### src/rtl/mem_order_gate.sv
module mem_order_gate #(
  parameter int MEM_MAX   = 6,
  parameter int MAINT_MAX = 3
) (
  input  logic       clk,
  input  logic       rst_n,
  input  logic       req_valid,
  input  logic [2:0] req_kind,
  output logic       req_stall,
  output logic       iss_valid,
  output logic [2:0] iss_kind,
  input  logic       iss_ready,
  input  logic       mem_done,
  input  logic       maint_done,
  input  logic       acq_done
);
  localparam int MW = $clog2(MEM_MAX + 1);
  localparam int XW = $clog2(MAINT_MAX + 1);
  localparam logic [2:0] K_LD = 3'd0, K_ST = 3'd1, K_ACQ = 3'd2, K_REL = 3'd3,
                         K_DSB = 3'd5, K_MNT = 3'd6;

  logic [MW-1:0] mem_cnt;
  logic [XW-1:0] mnt_cnt;
  logic          acq_pend;

  wire is_acc  = (req_kind == K_LD) || (req_kind == K_ST) || (req_kind == K_REL);
  wire is_mem  = is_acc || (req_kind == K_ACQ);
  wire is_mnt  = (req_kind == K_MNT);
  wire to_port = is_mem || is_mnt;
  wire mem_full = (mem_cnt == MW'(MEM_MAX));
  wire mnt_full = (mnt_cnt == XW'(MAINT_MAX));
  wire idle     = (mem_cnt == '0) && (mnt_cnt == '0) && !acq_pend;

  wire blocked = (is_mem && acq_pend)
              || (is_acc && mem_full)
              || ((req_kind == K_REL) && (mem_cnt != '0))
              || (is_mnt && mnt_full)
              || ((req_kind == K_DSB) && !idle);

  wire go = req_valid && !blocked && (!to_port || iss_ready);

  assign req_stall = req_valid && !go;
  assign iss_valid = req_valid && to_port && !blocked;
  assign iss_kind  = req_kind;

  wire mem_inc = go && is_acc;
  wire mem_dec = mem_done && (mem_cnt != '0);
  wire mnt_inc = go && is_mnt;
  wire mnt_dec = maint_done && (mnt_cnt != '0);

  always_ff @(posedge clk) begin
    if (!rst_n) begin
      mem_cnt  <= '0;
      mnt_cnt  <= '0;
      acq_pend <= 1'b0;
    end else begin
      mem_cnt <= mem_cnt + MW'(mem_inc) - MW'(mem_dec);
      mnt_cnt <= mnt_cnt + XW'(mnt_inc) - XW'(mnt_dec);
      if (go && (req_kind == K_ACQ)) acq_pend <= 1'b1;
      else if (acq_done)             acq_pend <= 1'b0;
    end
  end


  mem_cap_chk: assert property (@(posedge clk) disable iff (!rst_n)
    mem_cnt <= MW'(MEM_MAX));


  mnt_cap_chk: assert property (@(posedge clk) disable iff (!rst_n)
    mnt_cnt <= XW'(MAINT_MAX));


  rel_order_chk: assert property (@(posedge clk) disable iff (!rst_n)
    (iss_valid && iss_kind == K_REL) |-> (mem_cnt == '0 && !acq_pend));


  acq_hold_chk: assert property (@(posedge clk) disable iff (!rst_n)
    (acq_pend && iss_valid) |-> (iss_kind == K_MNT));


  dsb_drain_chk: assert property (@(posedge clk) disable iff (!rst_n)
    (req_valid && req_kind == K_DSB && !req_stall) |-> idle);


  dmb_pass_chk: assert property (@(posedge clk) disable iff (!rst_n)
    (req_valid && req_kind == 3'd4) |-> (!req_stall && !iss_valid));
endmodule

### config.mk
export PLATFORM = sky130hd
export DESIGN_NAME = mem_order_gate
export DESIGN_NICKNAME = d
export VERILOG_FILES = /design/src/rtl/mem_order_gate.sv
export SDC_FILE = /design/constraint.sdc
export NUM_CORES = 1
export LEC_CHECK = 0
export BUFFER_PORTS_ARGS = -buffer_cell sky130_fd_sc_hd__buf_2
export CAP_MARGIN = 10
export CORE_AREA = 2 2 39 41
export DETAILED_ROUTE_END_ITERATION = 6
export DIE_AREA = 0 0 41 43
export SLEW_MARGIN = 10
export SYNTH_ARGS = -nofsm -noshare
export SYNTH_HDL_FRONTEND = slang
export SYNTH_SLANG_ARGS = --single-unit
### constraint.sdc
create_clock -name clk -period 3.8 [get_ports clk]
set_clock_uncertainty 0.05 [all_clocks]
set_input_delay 0.76 -clock clk [delete_from_list [all_inputs] [get_ports clk]]
set_output_delay 0.76 -clock clk [all_outputs]
set_load 0.02 [all_outputs]
==> impl_results.md <==
- Status: completed
- Post-synth cell types: 27
- MaxCap Viol Count: 0
- Sink Count: 6
- Critical path, cell by cell: or3_4, o311a_1, a221oi_2, nand4_1, ha_1, inv_1, ha_1, fa_1, xor2_1, xnor2_1, and2_1
- Global-route wire length before repair: around 1300 um
- Fillers: 162
- Worst Path Arrival: ~3 ns
- Largest net degree at the start of global routing: 11
- N_diodes: 0
- # IOs: 15
- Post-synthesis net count: 70
- XOR/XNOR share of the synthesized area: 0.0733
- Max incr delay on CP: ~0.40 ns
- VDD IR max: 0.000217 V
- Share of cells above drive strength 1: 0.309
- Clock Latency Late Sink: about 0.23 ns
- Post-DP HPWL: 681 um
- Postcts setup bufs: 0
- Fraction of the mapped netlist area in adder cells: 0.147
- Vias: between 400 and 500
- Reg-to-Reg Start: mem_cnt[2]
- Worst Path Max Fanout: 4
- Slew Limit Fails: 0
- Yosys warns: 0
- Rows: 14
- Top-area cell type share of the netlist area: 0.251
- Cts hold-fix bufs: 0
- Main combinational cell family by area after synthesis: simple AND/OR/NAND/NOR gates
- Synthesized area: between 400 and 500 um2
- Chip width: 41 um
- Leak Pwr: 0.285 nW
- Antenna violations before repair: 0
- Overall die height: 43 um
- Layout area overhead: 18.1%
- #FFs+latches synth: 6
- PortBufs: 14
- Ranking of synthesized cells by area: dfxtp_1 25%, ha_1 10%, and2_1 6.5%
- Mapped Cells: 55
- Synth Area in Compound Gates: 0.157
- CP bufs+invs: 1
- Critical path class: flip-flop to flip-flop
- Slowest-stage cell, CP: or3_4
- Sequential-to-total area share from yosys stat: 0.251
- CP endpoint kind: flip-flop
- RSZ-0062 raised after global routing: false
- Nets: between 80 and 90
- Number of global-route vias before repair: 335
- Hold path start: mem_cnt[2]
- CTS buffer count: 3
- Placed cell count: between 80 and 90
- Starting DRC count in detailed routing: 11
- Worst path top cell family by delay: adder cells
- Drt total wl: slightly above 800 um
- Die area: about 1800 um2
- Starting Density: 0.345
- Routed Antenna Nets: 0
- CP Launch Point: mem_cnt[2]
- Total grt overflow: 0
- Least-Margin Pin Slew: 0.339 ns
- EDFF count, synth: 0
- Post-Synth Simple-Gate Area: 0.270
- Pwr Density: 532 nW/um2
- H-tree lvl count: 1
- Initial DRT Pass Iterations: 3
- Largest area contributor in the netlist: dfxtp_1
- Fin cells: 84
- Avg Inst Size Synth: 8.69 um2
- CP most frequent cell: ha_1
- Clock period minus worst slack: about 2.9 ns
- Reg clk slew, reported paths: 0.04 ns
- CTS Buffer Depth: 2
- Root Buffer: clkbuf_4
- Hold Fails Final Rpt: 0
- Slew headroom: 0.774
- Startpoint class of the critical path: flip-flop
- CTS resizes: 0
- DR WL/cell: roughly 9.6 um
- Fin crit share: 0.773
- Synth top cells by count: 6 x dfxtp_1, 6 x inv_1, 5 x and2_1, 4 x ha_1, 4 x nand2_1
- DR vias/cell: 4.79
- Portion of netlist area occupied by mux cells: 0
- Post-route DRC: 0
- GRT Overall Usage: 0.112
- CTS tree: done
- Worst Hold Class: flip-flop to flip-flop
- Post-synth ARST share: 0
- Placer Congestion: between 0.6 and 0.7
- Setup TNS: 0 ns
- Pwr Total: 300 uW
- Area of the core: 1380 um2
- Primary FF master, synth: dfxtp_1
- Final setup violation count: 0
- CP required: ~3.9 ns
- Fmax: 340 MHz
placed cells by master, fill, tap and decap left out, types with 2 or more instances in the layout:
cell type,synthesis,final
a21oi_1,2,2
and2_1,5,5
buf_2,0,14
clkbuf_4,0,3
dfxtp_1,6,6
ha_1,4,4
inv_1,6,6
nand2_1,4,4
nand4_1,2,2
nor2_1,2,2
nor2b_1,2,2
xnor2_1,3,3
final timing paths:
check | endpoint | slack, ns | depth (start not counted)
worst max-delay path | mem_cnt[2] | 0.86 | 11
worst min-delay path | mem_cnt[2] | 0.55 | 2
worst max register to register | mem_cnt[2] | 0.86 | 11
worst min register to register | mem_cnt[2] | 0.55 | 2
worst register-to-register path, stage by stage (launching register included):
cell and delay [ns]:
dfxtp_1 0.32, or3_4 0.40, o311a_1 0.30, a221oi_2 0.29
nand4_1 0.14, ha_1 0.30, inv_1 0.04, ha_1 0.18
fa_1 0.37, xor2_1 0.16, xnor2_1 0.12, and2_1 0.15
state kept, by name (all words and copies together), names as in the netlist:
register  cells
acq_pend      1
mnt_cnt       2
mem_cnt       3
routing by layer:
layer / track usage / vias up / wire length, um
met5: 0 / - / 0
met4: 0.0800 / 0 / 9
met3: 0.0314 / 2 / 56
met2: 0.147 / 12 / 339
met1: 0.150 / 170 / 403
li1: - / 218 / -
layout make-up:
type	instances	area, um2	share of cell area
Inverter	6	22.5	0.0399
Tap cell	16	20.0	0.0355
Timing Repair Buffer	14	70.1	0.124
Multi-Input combinational cell	39	309	0.548
Sequential cell	6	120	0.213
Clock buffer	3	22.5	0.0399
through the flow:
step                       util  cell area (um2)  hold slack (ns)  worst slack, ns
after floorplan               -              478            0.513            0.833
after global placement    0.392              542            0.539            0.741
after detailed placement  0.392              542            0.549            0.751
after CTS                 0.408              564            0.561            0.848
after global routing      0.408              564            0.579            0.729
final                     0.408              564            0.552            0.861
kinds of logic after synthesis:
| group | Yosys count |
|---|---|
| AO/OA/AOI/OAI | 9 |
| XOR/XNOR | 4 |
| adder cells (fa/ha/maj) | 5 |
| buffers and inverters | 10 |
| flip-flops | 6 |
| AND/OR/NAND/NOR | 21 |
where the power goes:
group          switching (mW)  total [mW]  internal [mW]  leakage, nW
combinational          0.0634       0.141         0.0777        0.222
sequential             0.0203       0.104         0.0842       0.0492
clock                  0.0190      0.0544         0.0355       0.0138
No activity file was read; power rests on OpenSTA's default activity.
